==> config.mk <==
export PLATFORM = sky130hd
export DESIGN_NAME = pmc_qual_counter
export DESIGN_NICKNAME = d
export VERILOG_FILES = /design/src/rtl/pmc_qual_pkg.sv /design/src/rtl/pmc_evt_select.sv /design/src/rtl/pmc_qual_engine.sv /design/src/rtl/pmc_cnt_core.sv /design/src/rtl/pmc_qual_counter.sv
export SDC_FILE = /design/constraint.sdc
export NUM_CORES = 1
export LEC_CHECK = 0
export BUFFER_PORTS_ARGS = -buffer_cell sky130_fd_sc_hd__buf_4
export CORE_UTILIZATION = 58
export DETAILED_ROUTE_END_ITERATION = 7
export PLACE_DENSITY = 0.85
export SLEW_MARGIN = 20
export SYNTH_ARGS = -nofsm -noshare
export SYNTH_HDL_FRONTEND = slang
export SYNTH_SLANG_ARGS = --single-unit
==> constraint.sdc <==
create_clock -name clk_i -period 8.6 [get_ports clk_i]
set_clock_uncertainty 0.15 [all_clocks]
set_input_delay 0.86 -clock clk_i [delete_from_list [all_inputs] [get_ports clk_i]]
set_output_delay 0.86 -clock clk_i [all_outputs]
set_load 0.1 [all_outputs]
==> src/rtl/pmc_qual_pkg.sv <==
package pmc_qual_pkg;

   localparam int REG_W    = 32;
   localparam int ATTR_W   = 8;
   localparam int CODE_W   = 8;
   localparam int THRESH_W = 8;

   localparam logic [1:0] ADDR_CTRL   = 2'd0;
   localparam logic [1:0] ADDR_CNT_LO = 2'd1;
   localparam logic [1:0] ADDR_CNT_HI = 2'd2;
   localparam logic [1:0] ADDR_STAT   = 2'd3;

   // control word, MSB first
   typedef struct packed {
      logic [THRESH_W-1:0] thresh;
      logic                invert;
      logic                enable;
      logic                any_thr;
      logic                irq_en;
      logic                rsvd;
      logic                edge_mode;
      logic                ring0_en;
      logic                ring123_en;
      logic [ATTR_W-1:0]   umask;
      logic [CODE_W-1:0]   code;
   } pmc_ctrl_t;

   // writable bits of the control word (bit 19 held at zero)
   localparam logic [REG_W-1:0] CTRL_WMASK = 32'hFFF7_FFFF;

endpackage

==> src/rtl/pmc_evt_select.sv <==
module pmc_evt_select
   import pmc_qual_pkg::*;
#(
   parameter int NUM_CODES = 4,
   parameter int CIN_W     = 3,
   parameter bit USE_OTHER = 1'b1
) (
   input  logic [NUM_CODES*CIN_W-1:0]  own_cnt_i,
   input  logic [NUM_CODES*CIN_W-1:0]  oth_cnt_i,
   input  logic [NUM_CODES*ATTR_W-1:0] attr_i,
   input  logic [CODE_W-1:0]           code_i,
   input  logic [ATTR_W-1:0]           umask_i,
   input  logic                        any_i,
   output logic [CIN_W-1:0]            cnt_o
);

   logic [CIN_W-1:0] lane_val [NUM_CODES];

   for (genvar l = 0; l < NUM_CODES; l++) begin : g_lane
      logic [CIN_W-1:0]  own_l;
      logic [CIN_W-1:0]  merged_l;
      logic [ATTR_W-1:0] attr_l;
      logic              match_l;

      assign own_l   = own_cnt_i[l*CIN_W +: CIN_W];
      assign attr_l  = attr_i[l*ATTR_W +: ATTR_W];
      assign match_l = (umask_i == '0) || ((attr_l & umask_i) != '0);

      if (USE_OTHER) begin : g_merge
         logic [CIN_W-1:0] oth_l;
         assign oth_l    = oth_cnt_i[l*CIN_W +: CIN_W];
         assign merged_l = any_i ? (own_l | oth_l) : own_l;
      end else begin : g_own_only
         logic unused_l;
         assign unused_l = any_i ^ (^oth_cnt_i[l*CIN_W +: CIN_W]);
         assign merged_l = own_l;
      end

      assign lane_val[l] = match_l ? merged_l : '0;
   end

   always_comb begin
      cnt_o = '0;
      for (int l = 0; l < NUM_CODES; l++) begin
         if (code_i == CODE_W'(l)) cnt_o = lane_val[l];
      end
   end

endmodule

==> src/rtl/pmc_qual_engine.sv <==
module pmc_qual_engine
   import pmc_qual_pkg::*;
#(
   parameter int CIN_W = 3
) (
   input  logic                clk_i,
   input  logic                rst_ni,
   input  logic [CIN_W-1:0]    cnt_i,
   input  logic [THRESH_W-1:0] thresh_i,
   input  logic                invert_i,
   input  logic                edge_i,
   input  logic                enable_i,
   input  logic                ring0_en_i,
   input  logic                ring123_en_i,
   input  logic [1:0]          priv_i,
   output logic [CIN_W-1:0]    amt_o
);

   logic [THRESH_W-1:0] cnt_ext;
   logic thr_on, at_or_above, cond_raw, cond, ring_ok, gate, prev_q, both_off;

   assign cnt_ext     = THRESH_W'(cnt_i);
   assign thr_on      = (thresh_i != '0);
   assign at_or_above = (cnt_ext >= thresh_i);
   assign cond_raw    = thr_on ? (invert_i ? !at_or_above : at_or_above)
                               : (cnt_i != '0);

   assign both_off = !ring0_en_i && !ring123_en_i;
   assign ring_ok  = (priv_i == 2'd0) ? (ring0_en_i || both_off)
                                      : (ring123_en_i || both_off);
   assign gate     = enable_i && ring_ok;
   assign cond     = cond_raw && gate;

   always_ff @(posedge clk_i) begin
      if (!rst_ni)        prev_q <= 1'b0;
      else if (!enable_i) prev_q <= 1'b0;
      else                prev_q <= cond;
   end

   always_comb begin
      if (!gate)       amt_o = '0;
      else if (edge_i) amt_o = (cond && !prev_q) ? CIN_W'(1) : '0;
      else if (thr_on) amt_o = cond ? CIN_W'(1) : '0;
      else             amt_o = cnt_i;
   end

   assert_unit_step_R6: assert property (@(posedge clk_i) disable iff (!rst_ni)
      (edge_i || thr_on) |-> (amt_o <= CIN_W'(1)));

   assert_disabled_R10: assert property (@(posedge clk_i) disable iff (!rst_ni)
      !enable_i |-> (amt_o == '0));

   assert_edge_once_R8: assert property (@(posedge clk_i) disable iff (!rst_ni)
      (edge_i && enable_i && amt_o != '0) |=> (!(edge_i && enable_i) || amt_o == '0));

   assert_ring_filter_R9: assert property (@(posedge clk_i) disable iff (!rst_ni)
      (priv_i != 2'd0 && ring0_en_i && !ring123_en_i) |-> (amt_o == '0));

endmodule

==> src/rtl/pmc_cnt_core.sv <==
module pmc_cnt_core
   import pmc_qual_pkg::*;
#(
   parameter int CNT_W = 40,
   parameter int CIN_W = 3
) (
   input  logic             clk_i,
   input  logic             rst_ni,
   input  logic [CIN_W-1:0] amt_i,
   input  logic             wr_lo_i,
   input  logic             wr_hi_i,
   input  logic [REG_W-1:0] wr_data_i,
   input  logic             irq_en_i,
   input  logic             clr_i,
   output logic [CNT_W-1:0] cnt_o,
   output logic             ovf_o
);

   localparam int HI_W = CNT_W - REG_W;

   logic [CNT_W:0]   sum;
   logic [CNT_W-1:0] cnt_q, cnt_nxt;
   logic             carry, ovf_q, wr_any;

   assign sum    = {1'b0, cnt_q} + (CNT_W+1)'(amt_i);
   assign carry  = sum[CNT_W];
   assign wr_any = wr_lo_i || wr_hi_i;

   always_comb begin
      cnt_nxt = sum[CNT_W-1:0];
      if (wr_lo_i)      cnt_nxt = {cnt_q[CNT_W-1:REG_W], wr_data_i};
      else if (wr_hi_i) cnt_nxt = {wr_data_i[HI_W-1:0], cnt_q[REG_W-1:0]};
   end

   always_ff @(posedge clk_i) begin
      if (!rst_ni) begin
         cnt_q <= '0;
         ovf_q <= 1'b0;
      end else begin
         cnt_q <= cnt_nxt;
         if (carry && irq_en_i && !wr_any) ovf_q <= 1'b1;
         else if (clr_i)                   ovf_q <= 1'b0;
      end
   end

   assign cnt_o = cnt_q;
   assign ovf_o = ovf_q;

   assert_hold_R5: assert property (@(posedge clk_i) disable iff (!rst_ni)
      (!wr_any && amt_i == '0) |=> $stable(cnt_o));

   assert_write_lo_R11: assert property (@(posedge clk_i) disable iff (!rst_ni)
      wr_lo_i |=> (cnt_o[REG_W-1:0] == $past(wr_data_i)));

   assert_sticky_R12: assert property (@(posedge clk_i) disable iff (!rst_ni)
      (ovf_o && !clr_i) |=> ovf_o);

   assert_no_spurious_R12: assert property (@(posedge clk_i) disable iff (!rst_ni)
      (!ovf_o && !irq_en_i) |=> !ovf_o);

endmodule

==> src/rtl/pmc_qual_counter.sv <==
module pmc_qual_counter
   import pmc_qual_pkg::*;
#(
   parameter int NUM_CODES = 4,
   parameter int CIN_W     = 3,
   parameter int CNT_W     = 40,
   parameter bit USE_OTHER = 1'b1
) (
   input  logic                        clk_i,
   input  logic                        rst_ni,
   input  logic [NUM_CODES*CIN_W-1:0]  own_cnt_i,
   input  logic [NUM_CODES*CIN_W-1:0]  oth_cnt_i,
   input  logic [NUM_CODES*ATTR_W-1:0] lane_attr_i,
   input  logic [1:0]                  priv_i,
   input  logic                        wr_en_i,
   input  logic [1:0]                  wr_addr_i,
   input  logic [REG_W-1:0]            wr_data_i,
   input  logic [1:0]                  rd_addr_i,
   output logic [REG_W-1:0]            rd_data_o,
   output logic                        irq_o
);

   localparam int HI_W = CNT_W - REG_W;

   if (CNT_W <= REG_W || CNT_W >= 2*REG_W) begin : g_bad_cnt_w
      $error("CNT_W must lie strictly between REG_W and 2*REG_W");
   end
   if (CIN_W < 1 || CIN_W > THRESH_W) begin : g_bad_cin_w
      $error("CIN_W must be 1..THRESH_W");
   end
   if (NUM_CODES < 1 || NUM_CODES > (1 << CODE_W)) begin : g_bad_codes
      $error("NUM_CODES must be 1..256");
   end

   pmc_ctrl_t        ctrl_q;
   logic [CIN_W-1:0] sel_cnt, amt;
   logic [CNT_W-1:0] cnt;
   logic             ovf, wr_ctrl, wr_lo, wr_hi, clr;

   assign wr_ctrl = wr_en_i && (wr_addr_i == ADDR_CTRL);
   assign wr_lo   = wr_en_i && (wr_addr_i == ADDR_CNT_LO);
   assign wr_hi   = wr_en_i && (wr_addr_i == ADDR_CNT_HI);
   assign clr     = wr_en_i && (wr_addr_i == ADDR_STAT) && wr_data_i[0];

   always_ff @(posedge clk_i) begin
      if (!rst_ni)      ctrl_q <= '0;
      else if (wr_ctrl) ctrl_q <= pmc_ctrl_t'(wr_data_i & CTRL_WMASK);
   end

   pmc_evt_select #(
      .NUM_CODES (NUM_CODES),
      .CIN_W     (CIN_W),
      .USE_OTHER (USE_OTHER)
   ) u_sel (
      .own_cnt_i (own_cnt_i),
      .oth_cnt_i (oth_cnt_i),
      .attr_i    (lane_attr_i),
      .code_i    (ctrl_q.code),
      .umask_i   (ctrl_q.umask),
      .any_i     (ctrl_q.any_thr),
      .cnt_o     (sel_cnt)
   );

   pmc_qual_engine #(
      .CIN_W (CIN_W)
   ) u_qual (
      .clk_i        (clk_i),
      .rst_ni       (rst_ni),
      .cnt_i        (sel_cnt),
      .thresh_i     (ctrl_q.thresh),
      .invert_i     (ctrl_q.invert),
      .edge_i       (ctrl_q.edge_mode),
      .enable_i     (ctrl_q.enable),
      .ring0_en_i   (ctrl_q.ring0_en),
      .ring123_en_i (ctrl_q.ring123_en),
      .priv_i       (priv_i),
      .amt_o        (amt)
   );

   pmc_cnt_core #(
      .CNT_W (CNT_W),
      .CIN_W (CIN_W)
   ) u_cnt (
      .clk_i     (clk_i),
      .rst_ni    (rst_ni),
      .amt_i     (amt),
      .wr_lo_i   (wr_lo),
      .wr_hi_i   (wr_hi),
      .wr_data_i (wr_data_i),
      .irq_en_i  (ctrl_q.irq_en),
      .clr_i     (clr),
      .cnt_o     (cnt),
      .ovf_o     (ovf)
   );

   always_comb begin
      unique case (rd_addr_i)
         ADDR_CTRL:   rd_data_o = ctrl_q;
         ADDR_CNT_LO: rd_data_o = cnt[REG_W-1:0];
         ADDR_CNT_HI: rd_data_o = {{(REG_W-HI_W){1'b0}}, cnt[CNT_W-1:REG_W]};
         default:     rd_data_o = {{(REG_W-1){1'b0}}, ovf};
      endcase
   end

   assign irq_o = ovf;

   assert_irq_clear_R12: assert property (@(posedge clk_i) disable iff (!rst_ni)
      (clr && !ctrl_q.irq_en) |=> !irq_o);

endmodule

# Word-level counts from Yosys, hierarchy flattened
# Index checks and enable logic that the tools add are counted.
# word_totals
latch_bits	0
n_memories	0
elab_cells	94
inputBits	97
romBits	0
ff_bits	73
out_inout_bits	33
ram_bits	0
# op_classes
add_sub_neg	1
n_shift	0
bitwise	8
reduce_logical	36
multipliers	0
n_mux	25
magnitude_cmp	1
div_mod_pow	0
n_eq_ne	9
# op_table
op	count
32-bit one-hot mux with 3 select lines	1
3-bit two-way mux	15
40-bit by 3-bit adder with 41-bit output	1
40-bit two-way mux	1
8-bit nonzero test	5
8-bit AND	4
32-bit two-way mux	1
8-bit by 2-bit == test with 1-bit output, second input constant	2
8-bit zero test	2
3-bit bitwise OR	4
1-bit logical AND	11
8-bit by 1-bit == test with 1-bit output, second input constant	1
3-bit by 8-bit greater-or-equal comparator with 1-bit output	1
1-bit logical OR	7
1-bit two-way mux	7
2-bit == test, second input constant	3
2-bit zero test	3
1-bit zero test	5
2-bit by 1-bit == test with 1-bit output, second input constant	2
3-bit nonzero test	1
2-bit by 1-bit inequality test with 1-bit output, second input constant	1
2-bit AND reduction	1
2-bit nonzero test	1

# Depth between registers and ports, before layout
# Gate-level depths: netlist of run 1.
# logic_depth
ltp_word	21
mapped_depth	22
mapped_depth_nobuf	21

# Cells and area by module
# Synthesis of run 1 repeated with hierarchy kept, for this count alone.
# hier_totals
hier_cells	625
hier_area_um2	4989.8
# modules_own_cells
module	seq_area_each_um2	cells_per_inst	instances	area_each_um2
pmc_cnt_core	820.8	311	1	2459.9
pmc_qual_counter	620.6	212	1	1814.2
pmc_evt_select	0.0	68	1	452.9
pmc_qual_engine	20.0	34	1	262.8

# Worst setup path before layout of run 1
# No wires, ideal clock.
# synth_timing
kind	input port to output port
startpoint	input rd_addr_i[0]
endpoint	output rd_data_o[1]
path_stages	4
arrival_ps	3808
slack_ps	3782
path_cell_list	clkbuf_1 > buf_1 > mux2i_1 > o21ai_0
# synth_via
elab_chain_len	2
# synth_rtl
element	line_no	rtl
from (decl)	pmc_qual_counter.sv:18	input logic [1:0] rd_addr_i,
2-bit == test (tied with other cells)	pmc_qual_counter.sv:97	unique case (rd_addr_i)
32-bit one-hot mux with 3 select lines *	pmc_qual_counter.sv:97	
to (decl)	pmc_qual_counter.sv:19	output logic [REG_W-1:0] rd_data_o,
# Every way passes the cells marked *; elsewhere a longest branch is shown, timed or not.

# Worst setup path after layout of run 1
# layout_timing
startpoint	register ctrl_q[11] (netlist name)
endpoint	register u_cnt.cnt_q[14], in the netlist u_cnt.cnt_o[14]
# layout_via
elab_chain_len	20
# layout_rtl
element	line_no	rtl
from (decl)	pmc_qual_counter.sv:35	pmc_ctrl_t ctrl_q;
from (signal assigned)	pmc_qual_counter.sv:47	else if (wr_ctrl) ctrl_q <= pmc_ctrl_t'(wr_data_i & CTRL_WMASK);
8-bit AND	pmc_evt_select.sv:27	assign match_l = (umask_i == '0) || ((attr_l & umask_i) != '0);
8-bit nonzero test	pmc_evt_select.sv:27	
1-bit logical OR	pmc_evt_select.sv:27	
3-bit two-way mux	pmc_evt_select.sv:39	assign lane_val[l] = match_l ? merged_l : '0;
3-bit two-way mux (3 in a row)	pmc_evt_select.sv:45	if (code_i == CODE_W'(l)) cnt_o = lane_val[l];
3-bit two-way mux *	pmc_evt_select.sv:45	
3-bit by 8-bit greater-or-equal comparator with 1-bit output	pmc_qual_engine.sv:24	assign at_or_above = (cnt_ext >= thresh_i);
1-bit zero test	pmc_qual_engine.sv:25	assign cond_raw = thr_on ? (invert_i ? !at_or_above : at_or_above)
1-bit two-way mux (2 in a row)	pmc_qual_engine.sv:25	
1-bit logical AND	pmc_qual_engine.sv:32	assign cond = cond_raw && gate;
1-bit two-way mux or 1-bit logical AND (tied branches)	pmc_qual_engine.sv:43, pmc_qual_engine.sv:42	
3-bit two-way mux or 1-bit two-way mux (tied branches)	pmc_qual_engine.sv:43, pmc_qual_engine.sv:42	
3-bit two-way mux *	pmc_qual_engine.sv:42	else if (edge_i) amt_o = (cond && !prev_q) ? CIN_W'(1) : '0;
3-bit two-way mux *	pmc_qual_engine.sv:41	if (!gate) amt_o = '0;
40-bit by 3-bit adder with 41-bit output *	pmc_cnt_core.sv:25	assign sum = {1'b0, cnt_q} + (CNT_W+1)'(amt_i);
40-bit two-way mux *	pmc_cnt_core.sv:32	else if (wr_hi_i) cnt_nxt = {wr_data_i[HI_W-1:0], cnt_q[REG_W-1:0]};
32-bit two-way mux *	pmc_cnt_core.sv:31	if (wr_lo_i) cnt_nxt = {cnt_q[CNT_W-1:REG_W], wr_data_i};
to (signal assigned)	pmc_cnt_core.sv:40	cnt_q <= cnt_nxt;
to (decl)	pmc_cnt_core.sv:22	logic [CNT_W-1:0] cnt_q, cnt_nxt;
# Every way passes the cells marked *; elsewhere a longest branch is shown, timed or not. The select of a mux whose other input is x is not followed.
# A chain may end at the register's enable or synchronous reset.

==> impl_metrics.json, run 1 <==
{
  "outcome": "finished clean",
  "syn-mean-instance-area_um2": 7.34,
  "min_path_cells": 2,
  "final_layout_size_suffix_gt1_share_pct": 22.9,
  "ys_ff_latch": 73,
  "fin_hold_ws_ns": 0.321,
  "final_antenna_net_count": 0,
  "ctsResizeCount": 0,
  "async_flop_share_pct": 0,
  "cp.buffers_inverters": 1,
  "worst-path-max-fanout": 12,
  "row_count": 32,
  "die_w_um": 93.1,
  "diodes": 0,
  "grt_pass1_vias": 5097,
  "hold_viol_final": 0,
  "drtIter0Drc": 587,
  "synth_fp_nets": 760,
  "grt_max_degree": 64,
  "relSlewSlack_pct": 38.0,
  "vias": 5564,
  "hp-class": "reg2reg",
  "r2r_end": "u_cnt.cnt_o[14]",
  "clk_path_buf_depth": 2,
  "grt_usage_pct": 36.9,
  "fmax_mhz": 183,
  "netlist_area_um2": 4810,
  "synthCells": 656,
  "clkLatencyLatePin_ns": 0.36,
  "fill_cells": 628,
  "p_leak_nw": 2.29,
  "worstPathCellList": "or4_1, nor2_1, o211ai_1, o22ai_1, nor2_1, ha_1, nor2b_1, o21ai_0, nand2_1, xor2_1, a21o_1, a221oi_2, ha_1, inv_1, fa_1, nand2b_1, a211oi_2, nand4_1, o21ai_1, a21oi_1, a311oi_1",
  "min_period_ns": 5.46,
  "synth_edf_count": 0,
  "cp-start-kind": "register",
  "wl_per_cell_um": 18.7,
  "antenna_found_initial": 0,
  "ios": 130,
  "crit_family": "compound AO/OA/AOI/OAI gates",
  "tritoncts": "yes",
  "holdPathEnd": "ctrl_q[28]",
  "grt_pass1_wl_um": 25300,
  "r2r_setup_slack_ns": 3.14,
  "cpMaxStageDelayCell": "or4_1",
  "die_area_um2": 8660,
  "nNetsFinal": 858,
  "p_per_area_nw_per_um2": 145,
  "clock_sinks": 73,
  "fin_crit_sh_pct": 63.5,
  "yosysUniqueCellTypes": 60,
  "post-cts-setup-buffers": 0,
  "core_area_um2": 7890,
  "cp.required_ns": 8.71,
  "cts_inserted_buffers": 9,
  "postCtsHoldBufs": 0,
  "cts.clk_slew.worst_paths_ns": 0.08,
  "routed_wl_um": 16100,
  "path_class": "reg2reg",
  "overflow": 0,
  "maxCapViolCount": 0,
  "synth-main-ff-cell": "dfxtp_1",
  "drc_errors": 0,
  "vias_per_cell": 6.46,
  "dr.pass1.iters": 6,
  "setup_violations": 0,
  "die_height_um": 93.1,
  "ys_warn_count": 0,
  "r2r_start": "ctrl_q[11]",
  "ys_seq_area_share_pct": 30.4,
  "htreeDepth": 3,
  "reg2reg_depth": 21,
  "area_growth_pct": 24.7,
  "gp_congestion": 0.915,
  "initial_core_util_pct": 61.0,
  "root_buffer": "clkbuf_8",
  "hpwl_um": 11200,
  "end_kind": "register",
  "worst_pin_slew_ns": 0.929,
  "setup_tns_ns": 0,
  "drv_slew": 0,
  "cp.arrival_ns": 5.56,
  "irDropWorstVdd_v": 0.000105,
  "grt_setup_unrepaired": "no",
  "critPathMaxStageDelay_ns": 0.54,
  "hold_start": "ctrl_q[28]",
  "place.port_buffers": 129
}
-- worst max-delay path by stage --
stage	cells after the start	to	slack, ns	startpoint
after floorplan	4	rd_data_o[1]	3.78	rd_addr_i[0]
after global placement	21	u_cnt.cnt_o[14]	3.50	ctrl_q[11]
after detailed placement	21	u_cnt.cnt_o[14]	3.26	ctrl_q[15]
after CTS	21	u_cnt.cnt_o[14]	3.22	ctrl_q[11]
after global routing	21	u_cnt.cnt_o[14]	2.68	ctrl_q[11]
final	21	u_cnt.cnt_o[14]	3.14	ctrl_q[11]
-- Yosys cell counts (3+ instances only) --
library cell,instances,share of area [%]
a211oi_1,5,0.78
a31oi_1,10,1.3
o21ai_1,4,0.42
o31ai_1,5,0.78
clkbuf_1,37,2.9
nand2_1,113,8.8
o311ai_0,3,0.55
nor3_1,10,1.0
ha_1,6,1.6
inv_1,11,0.86
o211ai_1,20,3.1
nand4_1,10,1.3
and2_1,4,0.52
buf_1,4,0.31
o22ai_1,5,0.65
dfxtp_1,73,30
nand3_1,13,1.4
nor2_1,60,4.7
a32oi_1,3,0.55
nand4_2,3,0.78
a22oi_1,24,3.7
buf_2,4,0.42
o21ai_0,36,3.7
nor4_1,8,1.0
nor2b_1,4,0.52
a21o_1,4,0.62
mux2i_1,30,6.2
or4_1,6,0.94
a311oi_1,4,0.73
nor3_2,4,0.83
a21oi_1,92,9.6
-- cells in the final DEF (no fill, tap or decap), types with 3 or more instances in the layout --
cell type / count
o211ai_1: 20
nand4_2: 3
and2_1: 4
a311oi_1: 4
nand2_1: 113
dfxtp_1: 73
a31oi_1: 10
clkbuf_8: 11
nand3_1: 13
a32oi_1: 3
a21o_1: 4
o311ai_0: 3
buf_4: 133
or4_1: 6
a21oi_1: 92
a211oi_1: 5
nor3_1: 10
nand4_1: 10
nor2_1: 60
ha_1: 6
nor4_1: 8
inv_1: 11
o21ai_0: 36
o21ai_1: 4
a22oi_1: 24
nor3_2: 4
mux2i_1: 30
o22ai_1: 5
o31ai_1: 5
nor2b_1: 4
-- power by group --
group	switching, mW	internal, mW	leakage (nW)
combinational	0.110	0.0690	1.58
sequential	0.0193	0.350	0.594
clock	0.140	0.181	0.117
total	0.269	0.601	2.29
-- worst min-delay path: stages (launching register included) --
cell and delay (ns):
dfxtp_1 0.32, nand2_1 0.05, a21oi_1 0.05
-- registers in the layout, summed over array words and instances, names as in the netlist --
name,flops
u_cnt.cnt_o,40
ctrl_q,31
u_cnt.ovf_o,1
u_qual.prev_q,1
-- per-layer routing --
metal / up-vias / global-route usage, % / part of all wire, %
li1: 2612 / - / -
met1: 2621 / 49.7 / 40
met2: 305 / 60.2 / 48
met3: 26 / 6.67 / 10
met4: 0 / 10.6 / 1.5
met5: - / 0 / 0
-- cell type report --
| type | instances | area (µm²) | share of cell area, % |
|---|---|---|---|
| clock buffer | 11 | 151 | 2.52 |
| sequential | 73 | 1460 | 24.4 |
| tap | 102 | 128 | 2.13 |
| timing repair buffer | 133 | 998 | 16.6 |
| inverter | 13 | 50.0 | 0.834 |
| clock inverter | 5 | 85.1 | 1.42 |
| multi-input combinational | 524 | 3130 | 52.1 |
-- per-stage QoR --
step                      power [mW]  util, %  area (µm²)  std cells  setup slack (ns)
after floorplan                0.483        -        4810        656              3.78
after global routing           0.898     76.1        6000        861              2.68
final                          0.870     76.1        6000        861              3.14
after detailed placement       0.552     73.0        5760        845              3.26
after global placement         0.548     73.0        5760        845              3.50
after CTS                      0.863     76.0        6000        861              3.22
-- cells by family (layout without fill, tap and decap cells) --
| logic type | Yosys count | after routing | synth area share, % |
|---|---|---|---|
| xor gates and xnor gates | 1 | 1 | 0.182 |
| buffers and inverters | 59 | 162 | 4.78 |
| muxes | 31 | 31 | 6.71 |
| and+or+nand+nor | 259 | 259 | 27.1 |
| adders and majority gates | 7 | 7 | 1.98 |
| DFF | 73 | 73 | 30.4 |
| AOI/OAI and AO/OA | 226 | 226 | 28.9 |
Power figures use the tool's default switching activity.
==> inputs of run 2 (changes only) <==
--- a/config.mk
+++ b/config.mk
@@ -5,10 +5,11 @@
 export SDC_FILE = /design/constraint.sdc
 export NUM_CORES = 1
 export LEC_CHECK = 0
+export ABC_AREA = 1
 export BUFFER_PORTS_ARGS = -buffer_cell sky130_fd_sc_hd__buf_4
-export CORE_UTILIZATION = 58
+export CORE_UTILIZATION = 54
 export DETAILED_ROUTE_END_ITERATION = 7
-export PLACE_DENSITY = 0.85
+export PLACE_DENSITY = 0.79
 export SLEW_MARGIN = 20
 export SYNTH_ARGS = -nofsm -noshare
 export SYNTH_HDL_FRONTEND = slang
==> constraint.sdc (replaced) <==
create_clock -name clk_i -period 5.6 [get_ports clk_i]
set_clock_uncertainty 0.15 [all_clocks]
set_input_delay 0.56 -clock clk_i [delete_from_list [all_inputs] [get_ports clk_i]]
set_output_delay 0.56 -clock clk_i [all_outputs]
set_load 0.1 [all_outputs]
==> run 2 against run 1 <==
  * Register-to-register slack worse by 2.6 ns
  * Critical path depth is 11 higher
  * Setup slack worse by 2.6 ns
  * Sequential share of layout area is 1.6 points lower
  * Highest routed layer unchanged
  * Critical endpoint is now u_cnt.cnt_o[30]
  * Largest power group unchanged
  * First-iteration DRC count is 14% lower
  * Non-clock buffer count is 2 higher
  * Die area is 16% higher
==> impl_metrics.json, run 2 <==
{
  "outcome": "finished clean",
  "drtIter0Drc": 503,
  "die_area_um2": 10000,
  "critPathMostFrequentCell": "nand2_1",
  "wl_per_cell_um": 17.7,
  "routed_wl_um": 19600,
  "yosysTopAreaCell": "dfxtp_1",
  "root_buffer": "clkbuf_8",
  "grt_max_degree": 44,
  "ios": 130,
  "post-cts-setup-buffers": 0,
  "grt_pass1_vias": 6069,
  "row_count": 35,
  "ys_seq_area_share_pct": 28.1,
  "fmax_mhz": 196,
  "end_kind": "register",
  "ys_warn_count": 0,
  "ctsResizeCount": 0,
  "p_per_area_nw_per_um2": 209,
  "htreeDepth": 3,
  "synth_edf_count": 0,
  "diodes": 0,
  "final_cell_mix": "nand2_1, buf_4, inv_1",
  "layout_commonest_cell": "nand2_1",
  "dr.pass1.iters": 5,
  "netlist_area_um2": 5190,
  "fin_crit_sh_pct": 91.0,
  "antenna_found_initial": 0,
  "yosys.area.top_type_share_pct": 28.1,
  "hold_viol_final": 0,
  "dp_cells": 1094,
  "grt_setup_unrepaired": "no",
  "critPathMaxStageDelay_ns": 0.38,
  "yosysMostFrequentCell": "nand2_1",
  "gp_congestion": 1.00,
  "clkLatencyLatePin_ns": 0.37,
  "overflow": 0,
  "syn-mean-instance-area_um2": 6.03,
  "maxCapViolCount": 0,
  "fill_cells": 842,
  "worst-path-max-fanout": 5,
  "synth_fp_nets": 966,
  "area_growth_pct": 23.5,
  "hp-class": "in2reg",
  "relSlewSlack_pct": 24.3,
  "drv_slew": 0,
  "vias_per_cell": 5.90,
  "multi_input_area_um2": 3170,
  "grt_pass1_wl_um": 30200,
  "core_area_um2": 9280,
  "cp.arrival_ns": 5.17,
  "initial_core_util_pct": 56.0,
  "die_height_um": 100,
  "yosys-top-cells-count": "nand2_1, inv_1, nor2_1",
  "worst_pin_slew_ns": 1.13,
  "ys_ff_latch": 73,
  "yosysUniqueCellTypes": 42,
  "largest_reg_flops": 40,
  "fin_cells": 1110,
  "synthCells": 862,
  "setup_violations": 0,
  "final_layout_size_suffix_gt1_share_pct": 17.6,
  "place.port_buffers": 129,
  "synth-main-ff-cell": "dfxtp_1",
  "clk_path_buf_depth": 2,
  "drc_errors": 0,
  "cp-start-kind": "register",
  "final_antenna_net_count": 0,
  "cpMaxStageDelayCell": "fa_1",
  "irDropWorstVdd_v": 0.000143,
  "cts.clk_slew.worst_paths_ns": 0.09,
  "async_flop_share_pct": 0,
  "nNetsFinal": 1080,
  "clock_sinks": 73,
  "die_w_um": 100,
  "cts_inserted_buffers": 9,
  "cp.required_ns": 5.67,
  "hpwl_um": 14800,
  "p_leak_nw": 2.70,
  "vias": 6548,
  "postCtsHoldBufs": 0,
  "grt_usage_pct": 39.2,
  "path_class": "reg2reg",
  "setup_tns_ns": 0,
  "min_period_ns": 5.09,
  "ys_top_cells_by_area": "dfxtp_1, nand2_1, inv_1",
  "tritoncts": "yes",
  "regArea_um2": 1460
}
==> run 2: cell count changes in the layout (fill, tap and decap cells not counted), sizes merged, moves of 13 or more <==
cell    previous run  this run
nand2            113       243
inv               13       110
nand3             13        53
mux2i             30         0
nor2              60        85
a21oi             92        68
a22oi             24         0
o21ai             40        59
o211ai            20         6
a31oi             10        23
nor3              14        27
==> run 2: critical path: cells and delay by family, from the launching register on <==
| family | cells | cell delay (ns) |
|---|---|---|
| adder cells (fa/ha/maj) | 3 | 0.86 |
| AO/OA/AOI/OAI | 5 | 0.82 |
| flip-flops | 1 | 0.32 |
| buffers and inverters | 5 | 0.49 |
| AND/OR/NAND/NOR | 17 | 2.08 |
| XOR/XNOR | 2 | 0.22 |
==> run 2: power by group <==
part / switching (mW) / total [mW] / internal [mW]
logic: 0.221 / 0.335 / 0.113
clock network: 0.227 / 0.433 / 0.206
registers: 0.0307 / 0.575 / 0.545
==> run 2: cell type report <==
class                   instances  share of cell area [%]
multi-input cells             646                    49.4
clock buffers                   9                    1.93
inverters                     111                    6.50
repair buffers                135                    15.8
well taps                     129                    2.52
flip-flops and latches         73                    22.8
clock inverters                 7                    1.09
==> run 2: cells by family after synthesis <==
kind of cell	Yosys count	synth area share [%]
xor gates and xnor gates	7	1.18
AOI/OAI and AO/OA	185	20.0
adders and majority gates	7	1.83
buffers and inverters	143	11.2
DFF	73	28.1
and+or+nand+nor	447	37.7
==> run 2: final timing paths <==
| path | from | to | slack (ns) | depth (start not counted) |
|---|---|---|---|---|
| setup / recovery | ctrl_q[4] | u_cnt.cnt_o[30] | 0.51 | 32 |
| hold / removal | wr_data_i[24] | ctrl_q[24] | 0.27 | 3 |
| setup reg to reg | ctrl_q[4] | u_cnt.cnt_o[30] | 0.51 | 32 |
| hold reg to reg | ctrl_q[22] | ctrl_q[22] | 0.33 | 2 |
==> run 2: routing by layer <==
layer	wire length, µm	up-vias	global-route usage, %
li1	-	3088	-
met1	8020	3001	49.8
met2	8950	409	64.9
met3	1840	50	6.06
met4	816	0	19.5
met5	0	-	0
==> run 2: through the flow <==
step	setup WS (ns)	cell area (µm²)	hold WS, ns	util [%]	power, mW
4_1_cts	0.647	6410	0.281	69.0	1.33
3_5_place_dp	0.567	6220	0.323	67.0	0.913
6_report	0.505	6410	0.275	69.1	1.34
3_3_place_gp	0.781	6220	0.309	67.0	0.904
2_1_floorplan	1.37	5190	0.294	-	0.787
5_1_grt	0.0291	6410	0.291	69.1	1.39
